## src/rtl/plc_pkg.sv

```systemverilog
package plc_pkg;
  typedef enum logic [1:0] {
    KIND_READ  = 2'b00,
    KIND_WRITE = 2'b01,
    KIND_SVC   = 2'b10,
    KIND_SVC2  = 2'b11
  } cyc_kind_e;

  localparam int unsigned NKIND = 3;

  // Widen a field to counter width; zero encodes the maximum count.
  function automatic logic [4:0] widen4(input logic [3:0] f);
    return (f == 4'd0) ? 5'd16 : {1'b0, f};
  endfunction
endpackage

```

## src/rtl/plc_count_select.sv

```systemverilog
module plc_count_select
  import plc_pkg::*;
#(
  parameter int FW = 4,
  localparam int CW = FW + 1
) (
  input  logic [FW-1:0] fields [NKIND],
  input  logic [1:0]    kind,
  output logic [CW-1:0] sel_val
);
  logic [CW-1:0] widened [NKIND];

  genvar gi;
  generate
    for (gi = 0; gi < NKIND; gi++) begin : g_widen
      assign widened[gi] = (fields[gi] == '0) ? CW'(1 << FW) : {1'b0, fields[gi]};
    end
  endgenerate

  always_comb begin
    unique case (cyc_kind_e'(kind))
      KIND_READ:  sel_val = widened[0];
      KIND_WRITE: sel_val = widened[1];
      default:    sel_val = widened[2];
    endcase
  end

  always_comb begin
    a_sel_nonzero_r3: assert (sel_val != '0);
  end
endmodule

```

## src/rtl/plc_iter_counter.sv

```systemverilog
module plc_iter_counter #(
  parameter int CW = 5
) (
  input  logic          clk,
  input  logic          rst_n,
  input  logic          load,
  input  logic [CW-1:0] load_val,
  input  logic          step,
  output logic [CW-1:0] iters_left,
  output logic          loop_active,
  output logic          step_branch
);
  logic [CW-1:0] base_cnt;
  logic          base_act;
  logic [CW-1:0] after_cnt;

  assign base_cnt  = load ? load_val : iters_left;
  assign base_act  = load | loop_active;
  assign after_cnt = base_cnt - CW'(1);
  assign step_branch = step && base_act && (after_cnt != '0);

  always_ff @(posedge clk) begin
    if (!rst_n) begin
      iters_left  <= '0;
      loop_active <= 1'b0;
    end else if (step && base_act) begin
      iters_left  <= after_cnt;
      loop_active <= (after_cnt != '0);
    end else if (load) begin
      iters_left  <= load_val;
      loop_active <= 1'b1;
    end
  end

  p_hold_r5: assert property (@(posedge clk) disable iff (!rst_n)
    (!load && !step) |=> $stable(iters_left) && $stable(loop_active));
  p_step_down_r4: assert property (@(posedge clk) disable iff (!rst_n)
    (loop_active && step && !load) |=> iters_left == $past(iters_left) - CW'(1));
  p_idle_end_r6: assert property (@(posedge clk) disable iff (!rst_n)
    (!loop_active && step && !load) |=> (iters_left == '0) && !loop_active);
  p_active_nonzero_r4: assert property (@(posedge clk) disable iff (!rst_n)
    loop_active |-> iters_left != '0);
endmodule

```

## src/rtl/plc_decision_reg.sv

```systemverilog
module plc_decision_reg (
  input  logic clk,
  input  logic rst_n,
  input  logic step,
  input  logic step_branch,
  output logic dec_valid,
  output logic dec_branch
);
  always_ff @(posedge clk) begin
    if (!rst_n) begin
      dec_valid  <= 1'b0;
      dec_branch <= 1'b0;
    end else begin
      dec_valid  <= step;
      dec_branch <= step_branch;
    end
  end

  p_one_dec_per_end_r4: assert property (@(posedge clk) disable iff (!rst_n)
    step |=> dec_valid);
  p_no_spurious_dec_r4: assert property (@(posedge clk) disable iff (!rst_n)
    !step |=> !dec_valid && !dec_branch);
endmodule

```

## src/rtl/pattern_loop_counter.sv

```systemverilog
module pattern_loop_counter
  import plc_pkg::*;
#(
  parameter int FW = 4,
  localparam int CW = FW + 1
) (
  input  logic          clk,
  input  logic          rst_n,
  input  logic [FW-1:0] rd_count,
  input  logic [FW-1:0] wr_count,
  input  logic [FW-1:0] svc_count,
  input  logic [1:0]    cyc_kind,
  input  logic          loop_start,
  input  logic          loop_end,
  output logic          dec_valid,
  output logic          dec_branch,
  output logic          loop_active,
  output logic [CW-1:0] iters_left
);
  logic [FW-1:0] fields [NKIND];
  logic [CW-1:0] sel_val;
  logic          step_branch;

  assign fields[0] = rd_count;
  assign fields[1] = wr_count;
  assign fields[2] = svc_count;

  plc_count_select #(.FW(FW)) u_sel (
    .fields (fields),
    .kind   (cyc_kind),
    .sel_val(sel_val)
  );

  plc_iter_counter #(.CW(CW)) u_cnt (
    .clk        (clk),
    .rst_n      (rst_n),
    .load       (loop_start),
    .load_val   (sel_val),
    .step       (loop_end),
    .iters_left (iters_left),
    .loop_active(loop_active),
    .step_branch(step_branch)
  );

  plc_decision_reg u_dec (
    .clk        (clk),
    .rst_n      (rst_n),
    .step       (loop_end),
    .step_branch(step_branch),
    .dec_valid  (dec_valid),
    .dec_branch (dec_branch)
  );

  p_branch_matches_left_r4: assert property (@(posedge clk) disable iff (!rst_n)
    dec_valid |-> dec_branch == (iters_left != '0));
  p_load_in_range_r2: assert property (@(posedge clk) disable iff (!rst_n)
    (loop_start && !loop_end) |=> loop_active && (iters_left != '0) && (iters_left <= CW'(1 << FW)));
  p_branch_keeps_loop_r4: assert property (@(posedge clk) disable iff (!rst_n)
    (dec_valid && dec_branch) |-> loop_active);
endmodule

```

## config.mk

```make
export PLATFORM = sky130hd
export DESIGN_NAME = pattern_loop_counter
export DESIGN_NICKNAME = d
export VERILOG_FILES = /design/src/rtl/plc_pkg.sv /design/src/rtl/plc_count_select.sv /design/src/rtl/plc_iter_counter.sv /design/src/rtl/plc_decision_reg.sv /design/src/rtl/pattern_loop_counter.sv
export SDC_FILE = /design/constraint.sdc
export NUM_CORES = 1
export LEC_CHECK = 0
export BUFFER_PORTS_ARGS = -buffer_cell sky130_fd_sc_hd__buf_2
export CORE_AREA = 2 2 39 41
export CTS_CLUSTER_DIAMETER = 40
export DETAILED_ROUTE_END_ITERATION = 12
export DIE_AREA = 0 0 41 43
export PLACE_DENSITY = 0.74
export SLEW_MARGIN = 15
export SYNTH_ARGS = -nofsm -noshare
export SYNTH_HDL_FRONTEND = slang
export SYNTH_SLANG_ARGS = --single-unit
export TNS_END_PERCENT = 1
```

## constraint.sdc

```tcl
create_clock -name clk -period 5 [get_ports clk]
set_input_delay 0.5 -clock clk [delete_from_list [all_inputs] [get_ports clk]]
set_output_delay 0.5 -clock clk [all_outputs]
set_load 0.005 [all_outputs]
```

==> impl_metrics.ini, run 1 <==
[global_routing]
grt_pass1_vias = 568
antenna_found_initial = 0
grtUsageTotal_pct = 17.6
overflow = 0
grt_max_degree = 13
grt_pass1_wl_um = 2100

[synthesis]
synth_seq_cells = 8
synth_compound_area_share_pct = 26.4
async_flop_share_pct = 0
ys.warnings.count = 0
syn_nets = 91
synth-simple-area-share_pct = 19.3
synth_xor_area_share_pct = 4.23
synth.distinct_cells = 35
synth-edff-count = 0
syn_avg_cell_area_um2 = 8.76
netlist_area_um2 = 622
ys_seq_area_share_pct = 25.8
synth_adder_area_share_pct = 4.02
muxShareOfSynthArea_pct = 12.1
synthCells = 71
synth_ff_type = dfxtp_1
synth_top_family_by_area = compound AO/OA/AOI/OAI gates

[clock_network]
cts-buffers-inserted = 3
htree_levels = 1
holdBufCountCts = 0
cts_resized = 0
cts_tree = yes
clk_pin_slew_ps = 50
root_buffer = clkbuf_4
clkSinkCount = 8
clk_latency_ps = 250
post_cts_buffers = 0
cts_max_path_buffers = 2

[route]
drt-total-wl_um = 1360
detail_route.wl_per_cell_um = 12.2
routed-via-count = 636
ant_nets = 0
drt_first_pass_iters = 4
drc = 0
via_per_inst = 5.68
dr.first_iter.drc_count = 10

[die]
die_x_um = 41
coreArea_mm2 = 0.00138
die_area_mm2 = 0.00176
rows = 14
fp.dieH_um = 43
start_util_pct = 44.9
io_pins = 26

[placed_design]
hpwl_um = 1110
io_buffers = 25
place_ws_ps = 2690
gp_congestion = 0.835
place_area_um2 = 731

[sta]
worst_slack_ps = 2980
fin_crit_ps = 2020
fin_crit_sh_pct = 40.5
rsz0062_at_grt = false
maxSlewViolCount = 0
finClkSkew_ps = 3.44
final_hold_viol_count = 0
max_freq_mhz = 494
tightest_slew_ps = 548
max_slew_margin_pct = 63.2
finalSetupViolations = 0
fin_setup_tns_ps = 0

[critical_path]
required_ps = 5110
critPathLaunchType = primary input
cp_max_fo = 6
cp_data_arrival_time_ps = 2140
crit_path_end_kind = register
worstSetupPathType = in2reg

[finish]
area_growth_pct = 21.1
nFillCells = 141
final_cell_mix = buf_2, dfxtp_1, mux2i_1, nand2_1, nor2_1
register_area_um2 = 160
fin_nets = 118
final_common_cell = buf_2
diodes = 0
final_area_um2 = 753
multiInputGateArea_um2 = 410
layout-drive-gt1-share_pct = 32.3

[pwr]
power.density_mw_per_mm2 = 248
seqPwrFrac_pct = 39.7
total_power_mw = 0.187
internal-power_mw = 0.127
irDropWorstVdd_mv = 0.132
p_clk_share_pct = 26.1
p_sw_mw = 0.0597
sw_frac_of_total_pct = 31.9
leakage_nw = 0.352
combinationalPowerShare_pct = 34.2

[min_path]
hold_path_class = in2reg

[run]
max_cap_viol_count = 0

[run_status]
status = completed
-- state kept, by name, summed over array words and instances (netlist names) --
signal	flops
u_dec.dec_branch	1
u_cnt.iters_left	5
u_cnt.loop_active	1
u_dec.dec_valid	1
-- layer usage --
metal	GRT usage (%)	part of all wire [%]	vias to the layer above
met3	3.14	5.8	2
li1	-	-	322
met4	12.0	1.2	0
met2	28.4	48	19
met5	0	0	-
met1	19.3	45	293
-- critical path: stages --
cell and delay [ps]:
buf_2 160, mux2i_1 210, o21ai_1 120, mux2i_1 290
ha_1 300, o2111ai_1 120, o221ai_1 200, a31o_1 160
a211oi_2 70
-- power groups by stage --
stage | Combinational, mW | Clock, mW | Sequential [mW]
4_1_cts | 0.0644 | 0.0519 | 0.0740
5_1_grt | 0.0720 | 0.0566 | 0.0746
2_1_floorplan | 0.0452 | 0 | 0.0757
3_5_place_dp | 0.0640 | 0 | 0.0754
6_report | 0.0640 | 0.0489 | 0.0742
3_3_place_gp | 0.0628 | 0 | 0.0753
-- synth_stat cells, drive strengths merged (2+ instances only) --
| cell type | n | area share, % |
|---|---|---|
| o221ai | 2 | 2.8 |
| dfxtp | 8 | 26 |
| nor2 | 5 | 3.0 |
| a211oi | 2 | 3.2 |
| xnor2 | 2 | 2.8 |
| o31a | 2 | 2.8 |
| nand2 | 6 | 3.6 |
| nor3 | 3 | 2.4 |
| inv | 4 | 2.4 |
| mux2i | 6 | 9.7 |
| and2 | 2 | 2.0 |
| buf | 3 | 5.8 |
| o21ai | 6 | 4.8 |
| ha | 2 | 4.0 |
| a31o | 2 | 2.8 |
-- logic make-up (layout without fill, tap and decap cells) --
logic type               Yosys count  in the layout
buffers and inverters              7             32
XOR/XNOR                           3              3
AO/OA/AOI/OAI                     21             21
adder cells (fa/ha/maj)            2              2
flip-flops                         8              8
multiplexers                       7              7
AND/OR/NAND/NOR                   23             23
-- final cells by class --
class | instances | share of cell area, %
Clock buffer | 3 | 2.99
Timing Repair Buffer | 25 | 16.6
Inverter | 4 | 1.99
Multi-Input combinational cell | 56 | 54.5
Sequential cell | 8 | 21.3
Tap cell | 16 | 2.66
-- path summary, 6_finish.rpt --
kind	start	end	slack [ps]	cells past startpoint
worst max-delay path	cyc_kind[0]	u_dec.dec_branch$_SDFF_PN0_	2980	9
worst min-delay path	loop_end	u_cnt.loop_active$_SDFFE_PN0P_	450	2
worst max register to register	u_cnt.iters_left[0]$_SDFF_PN0_	u_dec.dec_branch$_SDFF_PN0_	3440	6
worst min register to register	u_cnt.loop_active$_SDFFE_PN0P_	u_cnt.loop_active$_SDFFE_PN0P_	550	2
-- per-stage QoR --
step	hold slack (ps)	utilization (%)	cells
4_1_cts	443	54.4	112
3_3_place_gp	553	52.8	109
5_1_grt	454	54.4	112
6_report	448	54.4	112
2_1_floorplan	541	-	71
3_5_place_dp	539	52.8	109
(Power assumes the default switching activity.)
==> run 2, diff against run 1 <==
--- a/config.mk
+++ b/config.mk
@@ -6,11 +6,11 @@
 export NUM_CORES = 1
 export LEC_CHECK = 0
 export BUFFER_PORTS_ARGS = -buffer_cell sky130_fd_sc_hd__buf_2
-export CORE_AREA = 2 2 39 41
+export CORE_MARGIN = 2
+export CORE_UTILIZATION = 41
 export CTS_CLUSTER_DIAMETER = 40
 export DETAILED_ROUTE_END_ITERATION = 12
-export DIE_AREA = 0 0 41 43
-export PLACE_DENSITY = 0.74
+export PLACE_DENSITY = 0.69
 export SLEW_MARGIN = 15
 export SYNTH_ARGS = -nofsm -noshare
 export SYNTH_HDL_FRONTEND = slang
==> constraint.sdc (replaced) <==
create_clock -name clk -period 1.7 [get_ports clk]
set_input_delay 0.17 -clock clk [delete_from_list [all_inputs] [get_ports clk]]
set_output_delay 0.17 -clock clk [all_outputs]
set_load 0.005 [all_outputs]
==> impl_metrics.ini, run 2 (same netlist as run 1, synthesis figures left out) <==
[sta]
finalSetupViolations = 0
tightest_slew_ps = 426
final_hold_viol_count = 0
fin_crit_ps = 1580
max_freq_mhz = 632
rsz0062_at_grt = false
maxSlewViolCount = 0
worst_slack_ps = 117
fin_crit_sh_pct = 93.1
finClkSkew_ps = 2.15
max_slew_margin_pct = 71.5
fin_setup_tns_ps = 0

[clock_network]
cts_max_path_buffers = 2
cts_tree = yes
clk_latency_ps = 250
root_buffer = clkbuf_4
post_cts_buffers = 0
holdBufCountCts = 0
htree_levels = 1
clkSinkCount = 8
cts-buffers-inserted = 3
clk_pin_slew_ps = 50

[critical_path]
crit_path_end_kind = register
critPathLaunchType = primary input
cp_data_arrival_time_ps = 1760
required_ps = 1870
worstSetupPathType = in2reg
cp_max_fo = 5

[finish]
top_register = u_cnt.iters_left
area_growth_pct = 29.0
final_cell_mix = buf_2, dfxtp_1, mux2i_1, nand2_1, buf_4
post_layout_nonfiller_instances = 118
final_area_um2 = 802
layout-drive-gt1-share_pct = 37.3
diodes = 0
largest_reg_flops = 5
final_common_cell = buf_2
nFillCells = 151
fin_nets = 124

[route]
drt-total-wl_um = 1520
drc = 0
detail_route.wl_per_cell_um = 12.9
dr.first_iter.drc_count = 12
ant_nets = 0
routed-via-count = 655
via_per_inst = 5.55
drt_first_pass_iters = 4

[run_status]
status = completed

[pwr]
irDropWorstVdd_mv = 0.420
total_power_mw = 0.573
power.density_mw_per_mm2 = 714
leakage_nw = 0.382

[placed_design]
place_ws_ps = -180
gp_congestion = 0.851
place_area_um2 = 776
hpwl_um = 1250
dp.cells = 115
io_buffers = 25

[die]
coreArea_mm2 = 0.00147
rows = 14
io_pins = 26
fp.dieH_um = 42.9
die_area_mm2 = 0.00184
start_util_pct = 42.3
die_x_um = 42.9

[global_routing]
grt_pass1_vias = 571
grtUsageTotal_pct = 17.3
antenna_found_initial = 0
grt_pass1_wl_um = 2420
grt_max_degree = 9
overflow = 0

[run]
max_cap_viol_count = 0

[min_path]
hold_path_class = in2reg
==> run 2: stage by stage <==
stage	hold WS (ps)	utilization, %
after floorplan	270	-
after global placement	385	52.7
after detailed placement	394	52.7
after CTS	117	54.3
after global routing	135	54.5
final	127	54.5
==> run 2: critical path, cell delays in order <==
cell      delay [ps]
buf_2            120
mux2i_1          110
o21ai_1          260
mux2i_1          150
ha_1             270
nand4b_1         120
o221ai_1         110
a31o_1           230
a211oi_2         210
==> run 2: final timing paths <==
kind,start,to,slack (ps),cells past startpoint
min,loop_end,u_cnt.loop_active$_SDFFE_PN0P_,130,2
max,cyc_kind[0],u_dec.dec_branch$_SDFF_PN0_,120,9
max reg2reg,u_cnt.iters_left[1]$_SDFF_PN0_,u_cnt.loop_active$_SDFFE_PN0P_,220,6
min reg2reg,u_cnt.loop_active$_SDFFE_PN0P_,u_cnt.loop_active$_SDFFE_PN0P_,580,2
==> run 2: power breakdown <==
part / switching (mW) / total [mW] / internal [mW]
combinational: 0.109 / 0.212 / 0.103
sequential: 0.0121 / 0.218 / 0.206
clock: 0.0627 / 0.143 / 0.0806
total: 0.184 / 0.573 / 0.389
==> run 2: layout make-up <==
| type | instances | area (um2) | share of cell area (%) |
|---|---|---|---|
| Clock buffer | 3 | 22.5 | 2.81 |
| Inverter | 4 | 15.0 | 1.87 |
| Tap cell | 16 | 20.0 | 2.50 |
| Timing Repair Buffer | 31 | 170 | 21.2 |
| Sequential cell | 8 | 160 | 20.0 |
| Multi-Input combinational cell | 56 | 414 | 51.6 |
==> run 2: what timing repair did <==
| action | in CTS | in global routing |
|---|---|---|
| setup endpoints to repair | 0 | 2 |
| gates resized for setup | 0 | 1 |
| hold endpoints to repair | 0 | 0 |
==> run 2: layer usage <==
layer  vias to the layer above  global-route usage (%)  part of all wire, %
li1                        337                       -                    -
met5                         -                       0                    0
met3                         5                    3.83                  7.4
met4                         0                    9.09                  2.3
met1                       289                    20.9                   45
met2                        24                    28.2                   46
